### src/rtl/synth_cfg_pkg.sv
package synth_cfg_pkg;
  localparam int M_W     = 9;
  localparam int N_W     = 2;
  localparam int T_W     = 3;
  localparam int FRAME_W = T_W + N_W + M_W;

  // Field order matches the serial frame: first-sent bits sit at the top.
  typedef struct packed {
    logic [T_W-1:0] t;
    logic [N_W-1:0] n;
    logic [M_W-1:0] m;
  } cfg_t;

  localparam cfg_t CFG_RESET = '{t: '0, n: '1, m: '1};
endpackage

### src/rtl/cfg_sync.sv
module cfg_sync #(
  parameter int             W       = 1,
  parameter int             STAGES  = 2,
  parameter logic [W-1:0]   RST_VAL = '0
) (
  input  logic         clk,
  input  logic         rst_n,
  input  logic [W-1:0] d,
  output logic [W-1:0] q
);
  logic [W-1:0] stg [STAGES];

  for (genvar i = 0; i < STAGES; i++) begin : g_stage
    if (i == 0) begin : g_first
      always_ff @(posedge clk or negedge rst_n)
        if (!rst_n) stg[0] <= RST_VAL;
        else        stg[0] <= d;
    end else begin : g_next
      always_ff @(posedge clk or negedge rst_n)
        if (!rst_n) stg[i] <= RST_VAL;
        else        stg[i] <= stg[i-1];
    end
  end

  assign q = stg[STAGES-1];
endmodule

### src/rtl/cfg_shift.sv
module cfg_shift
  import synth_cfg_pkg::*;
(
  input  logic clk,
  input  logic rst_n,
  input  logic pl_s,
  input  logic sck_rise,
  input  logic sd_s,
  output cfg_t sr_q
);
  logic [FRAME_W-1:0] bits;

  always_ff @(posedge clk or negedge rst_n)
    if (!rst_n)                bits <= FRAME_W'(CFG_RESET);
    else if (pl_s && sck_rise) bits <= {bits[FRAME_W-2:0], sd_s};

  assign sr_q = cfg_t'(bits);


  shift_guard_chk: assert property (@(posedge clk) disable iff (!rst_n)
    !pl_s |=> $stable(bits));
endmodule

### src/rtl/cfg_select.sv
module cfg_select
  import synth_cfg_pkg::*;
(
  input  logic clk,
  input  logic rst_n,
  input  logic pl_s,
  input  logic pl_rise,
  input  logic sl_s,
  input  logic sl_fall,
  input  cfg_t par_cfg,
  input  cfg_t sr_cfg,
  output cfg_t eff,
  output logic upd
);
  cfg_t held, nxt;

  always_ff @(posedge clk or negedge rst_n)
    if (!rst_n)                held <= CFG_RESET;
    else if (pl_rise)          held <= par_cfg;
    else if (pl_s && sl_fall)  held <= sr_cfg;

  always_comb begin
    if (!pl_s || pl_rise)     nxt = par_cfg;
    else if (sl_s || sl_fall) nxt = sr_cfg;
    else                      nxt = held;
  end

  always_ff @(posedge clk or negedge rst_n)
    if (!rst_n) begin
      eff <= CFG_RESET;
      upd <= 1'b0;
    end else begin
      eff <= nxt;
      upd <= (nxt.m != eff.m) || (nxt.n != eff.n);
    end


  par_capture_chk: assert property (@(posedge clk) disable iff (!rst_n)
    pl_rise |=> held == $past(par_cfg));

  ser_latch_chk: assert property (@(posedge clk) disable iff (!rst_n)
    (pl_s && sl_fall && !pl_rise) |=> held == $past(sr_cfg));

  upd_pulse_chk: assert property (@(posedge clk) disable iff (!rst_n)
    upd |-> (eff.m != $past(eff.m)) || (eff.n != $past(eff.n)));
endmodule

### src/rtl/synth_cfg_loader.sv
module synth_cfg_loader
  import synth_cfg_pkg::*;
#(
  parameter int SYNC_STAGES = 2
) (
  input  logic           clk,
  input  logic           rst_n,
  input  logic           par_load_n,
  input  logic [M_W-1:0] par_m,
  input  logic [N_W-1:0] par_n,
  input  logic           ser_clk,
  input  logic           ser_data,
  input  logic           ser_load,
  output logic [M_W-1:0] m_val,
  output logic [N_W-1:0] n_code,
  output logic [T_W-1:0] t_sel,
  output logic           cfg_updated
);
  localparam int          DAT_W   = M_W + N_W + 1;
  localparam logic [2:0]  CTL_RST = 3'b001;

  logic [2:0]       ctl_s, ctl_q;
  logic [DAT_W-1:0] dat_s;
  logic pl_s, sck_s, sl_s, pl_rise, sck_rise, sl_fall, sd_s;
  cfg_t par_cfg, sr_cfg, eff;

  cfg_sync #(.W(3), .STAGES(SYNC_STAGES), .RST_VAL(CTL_RST)) u_ctl_sync (
    .clk(clk), .rst_n(rst_n), .d({ser_load, ser_clk, par_load_n}), .q(ctl_s));

  cfg_sync #(.W(DAT_W), .STAGES(SYNC_STAGES), .RST_VAL('0)) u_dat_sync (
    .clk(clk), .rst_n(rst_n), .d({ser_data, par_n, par_m}), .q(dat_s));

  always_ff @(posedge clk or negedge rst_n)
    if (!rst_n) ctl_q <= CTL_RST;
    else        ctl_q <= ctl_s;

  assign pl_s     = ctl_s[0];
  assign sck_s    = ctl_s[1];
  assign sl_s     = ctl_s[2];
  assign pl_rise  = pl_s  & ~ctl_q[0];
  assign sck_rise = sck_s & ~ctl_q[1];
  assign sl_fall  = ~sl_s & ctl_q[2];
  assign sd_s     = dat_s[DAT_W-1];

  always_comb begin
    par_cfg.t = '0;
    par_cfg.n = dat_s[M_W +: N_W];
    par_cfg.m = dat_s[M_W-1:0];
  end

  cfg_shift u_shift (
    .clk(clk), .rst_n(rst_n), .pl_s(pl_s), .sck_rise(sck_rise),
    .sd_s(sd_s), .sr_q(sr_cfg));

  cfg_select u_sel (
    .clk(clk), .rst_n(rst_n), .pl_s(pl_s), .pl_rise(pl_rise),
    .sl_s(sl_s), .sl_fall(sl_fall), .par_cfg(par_cfg), .sr_cfg(sr_cfg),
    .eff(eff), .upd(cfg_updated));

  assign m_val  = eff.m;
  assign n_code = eff.n;
  assign t_sel  = eff.t;


  pass_through_chk: assert property (@(posedge clk) disable iff (!rst_n)
    !pl_s |=> (t_sel == '0) && (m_val == $past(par_cfg.m)) && (n_code == $past(par_cfg.n)));

  par_priority_chk: assert property (@(posedge clk) disable iff (!rst_n)
    (!pl_s && sl_s) |=> t_sel == '0);
endmodule

### config.mk
export PLATFORM = sky130hd
export DESIGN_NAME = synth_cfg_loader
export DESIGN_NICKNAME = d
export VERILOG_FILES = /design/src/rtl/synth_cfg_pkg.sv /design/src/rtl/cfg_sync.sv /design/src/rtl/cfg_shift.sv /design/src/rtl/cfg_select.sv /design/src/rtl/synth_cfg_loader.sv
export SDC_FILE = /design/constraint.sdc
export NUM_CORES = 1
export LEC_CHECK = 0
export ABC_AREA = 1
export BUFFER_PORTS_ARGS = -buffer_cell sky130_fd_sc_hd__buf_2
export CAP_MARGIN = 20
export CORE_MARGIN = 2
export CORE_UTILIZATION = 52
export DETAILED_ROUTE_END_ITERATION = 8
export PLACE_DENSITY = 0.86
export SYNTH_ARGS = -nofsm -noshare
export SYNTH_HDL_FRONTEND = slang
export SYNTH_SLANG_ARGS = --single-unit
### constraint.sdc
create_clock -name clk -period 1.3 [get_ports clk]
set_clock_uncertainty 0.05 [all_clocks]
set_input_delay 0 -clock clk [delete_from_list [all_inputs] [get_ports clk]]
set_output_delay 0 -clock clk [all_outputs]
set_load 0.03 [all_outputs]
==> impl_metrics.py <==
metrics = {
    "yosys": {
        "syn_inst": 330,
        "syn_area_um2": 3130,
        "ys_seq_elements": 76,
        "avgSynthCellArea_um2": 9.48,
        "yosys.area.top_type": "dfrtp_1",
        "synth_area_leaders": "dfrtp_1, dfstp_2, nand2_1, nand3_1, o21ai_0",
        "yosysMostFrequentCell": "nand2_1",
        "synth_edf_count": 0,
        "synthTopCellsByCount": "nand2_1, dfrtp_1, dfstp_2",
        "synth_nets": 347,
        "synth_top_area_share_pct": 32.0,
        "synthDistinctLibCells": 22,
        "ys_async_sr_fraction_pct": 100,
        "synth_warnings": 0,
        "yosysSeqAreaShare_pct": 62.2,
        "synth_flop_cell": "dfrtp_1",
    },
    "floorplanning": {
        "die_h_um": 81.6,
        "die-area_um2": 6650,
        "rows": 28,
        "die_w_um": 81.6,
        "core_area_um2": 5850,
        "ios": 32,
        "start_util_pct": 53.5,
    },
    "worst_setup_path": {
        "cp-startpoint": "u_ctl_sync.q[0]",
        "r2r-end": "u_sel.held[0]",
        "r2r_start": "u_ctl_sync.q[0]",
        "crit_path_end": "u_sel.held[0]",
        "critPathMaxFanout": 7,
        "critPathLaunchType": "flop",
        "cp-end-kind": "flop",
        "r2r_slack_ns": -0.23,
        "worstPathRequired_ns": 1.53,
        "cp_data_arrival_time_ns": 1.75,
        "reg2regPathDepth": 7,
        "worstSetupPathType": "reg -> reg",
    },
    "power": {
        "pwr-share-clk_pct": 30.5,
        "p_switching_uw": 1670,
        "pwr-share-comb_pct": 19.5,
        "irDropWorstVdd_mv": 0.951,
        "power_density_nw_per_um2": 1380,
        "p_seq_share_pct": 50.0,
        "leakagePower_uw": 0.00195,
        "switching_share_pct": 28.8,
        "internal-power_uw": 4130,
    },
    "run": {
        "cap_violations": 0,
    },
    "clocking": {
        "clk_latency_ns": 0.35,
        "cts_buffer_depth": 2,
        "clk_pin_slew_ns": 0.08,
        "root_buffer": "clkbuf_8",
        "cts_tree": "done",
        "cts_buffers": 9,
        "cts_sinks": 76,
        "htree_num_levels": 3,
    },
    "route": {
        "drt_iter0_markers": 231,
        "drc": 0,
        "routed_wl_um": 7640,
        "first_pass_iters": 5,
        "wl_per_cell_um": 15.7,
        "num_vias": 2640,
        "vias_per_cell": 5.41,
        "ant_nets": 0,
    },
    "global_route": {
        "grt_pass1_vias": 2678,
        "grt_pass1_wl_um": 12200,
        "grtUsageMet2_pct": 42.3,
        "busiest_layer": "met2",
        "use_met3_pct": 6.59,
        "grt_use_met1_pct": 29.1,
        "grt_start_max_net_pins": 77,
        "grt_overflow": 0,
        "antenna_found_initial": 0,
        "grt_use_total_pct": 25.1,
    },
    "placement": {
        "dp_slack_ns": -0.260,
        "gp_congestion": 0.857,
        "place_inst": 447,
        "portBuffers": 31,
        "hpwlAfterDp_um": 4420,
        "placed_area_um2": 3550,
    },
    "sta": {
        "min_period_ns": 1.53,
        "slew_headroom_pct": 73.6,
        "slew_violations": 0,
        "finalSetupTns_ns": -2.90,
        "worst_slack_ns": -0.226,
        "period_share_pct": 117,
        "fmax_mhz": 655,
        "rsz0062_at_grt": "true",
        "hold_viol_final": 0,
        "setup_violations": 29,
        "worst-slew-pin-transition_ns": 0.397,
    },
    "final_layout": {
        "fin_nets": 425,
        "antenna_cells": 0,
        "fin_util_pct": 71.7,
        "final_cells": 488,
        "fin_area_um2": 4200,
        "layout-drive-gt1-share_pct": 36.3,
        "area_delta_synth_final_pct": 34.1,
    },
    "run_status": {
        "violations": "setup timing",
        "status": "complete, but fails checks",
    },
    "hold_path": {
        "worstHoldPathType": "in -> async",
    },
}
-- layout by cell type (no fill, tap or decap), types with 3 or more instances in the layout --
cell type,instances
clkinv_2,3
nand2_1,96
o21ai_1,21
inv_1,32
buf_6,6
nor2_1,3
dfstp_2,36
or2_1,4
dlygate4sd3_1,16
nand3_2,9
a21oi_1,3
o21ai_0,5
o21ai_2,5
dfrtp_1,39
o211ai_1,11
buf_12,6
buf_4,18
nand3b_1,9
clkbuf_8,10
nand2_2,5
nand3_1,22
buf_2,31
-- stage by stage --
stage / hold WS (ns) / total power [uW]
after floorplan: -0.346 / 3470
after detailed placement: 0.00753 / 3830
after global routing: 0.182 / 6090
final: 0.143 / 5800
after global placement: 0.00272 / 3760
after CTS: 0.160 / 5730
-- sequential cells by signal, indices dropped and copies added (netlist names) --
| name | count |
|---|---|
| ctl_q | 3 |
| u_ctl_sync.q | 3 |
| u_ctl_sync.stg | 3 |
| u_dat_sync.q | 12 |
| u_dat_sync.stg | 12 |
| u_sel.eff | 14 |
| u_sel.held | 14 |
| u_sel.upd | 1 |
| u_shift.sr_q | 14 |
-- worst max-delay path: stages (launching register included) --
cell	delay (ns)
dfstp_2	0.56
buf_4	0.18
nand3_4	0.09
nand2_4	0.11
buf_12	0.10
buf_12	0.11
o211ai_1	0.12
o21ai_1	0.14
-- final cells by class --
class | count | area, um2
Clock buffer | 11 | 141
Clock inverter | 5 | 52.6
Fill cell | 361 | 1660
Inverter | 36 | 140
Multi-Input combinational cell | 205 | 1100
Sequential cell | 76 | 1950
Tap cell | 75 | 93.8
Timing Repair Buffer | 80 | 718
-- what timing repair did --
item,4_1_cts,5_1_grt
pin swaps,4,3
hold endpoints to repair,91,0
setup buffers,5,1
gates resized for setup,41,25
hold buffers,16,0
setup endpoints to repair,18,35
gates cloned,3,1
-- worst min path at each step --
stage | from | endpoint | slack, ns
2_1_floorplan | rst_n | ctl_q[1] | -0.35
3_3_place_gp | rst_n | u_dat_sync.stg[17] | 0.003
3_5_place_dp | rst_n | u_dat_sync.stg[17] | 0.008
4_1_cts | rst_n | u_dat_sync.stg[17] | 0.16
5_1_grt | rst_n | u_dat_sync.stg[16] | 0.18
6_report | rst_n | u_dat_sync.stg[16] | 0.14
-- metal layers --
layer / routed length [um] / vias to the layer above / share of wire, %
met5: 0 / - / 0
met2: 4010 / 117 / 52
met4: 242 / 0 / 3.2
li1: - / 1218 / -
met3: 417 / 26 / 5.5
met1: 2970 / 1279 / 39
-- logic make-up after synthesis --
kind of cell,synth area share (%)
and+or+nand+nor,22.4
AOI/OAI and AO/OA,8.40
buffers and inverters,7.04
DFF,62.2
-- power groups by stage --
stage,Combinational [uW],Clock [uW],Sequential (uW)
floorplan,507,0,2960
global placement,852,0,2910
detailed placement,910,0,2920
CTS,1060,1790,2880
global route,1240,1930,2920
finish,1130,1770,2900
Power figures use the tool's default switching activity.
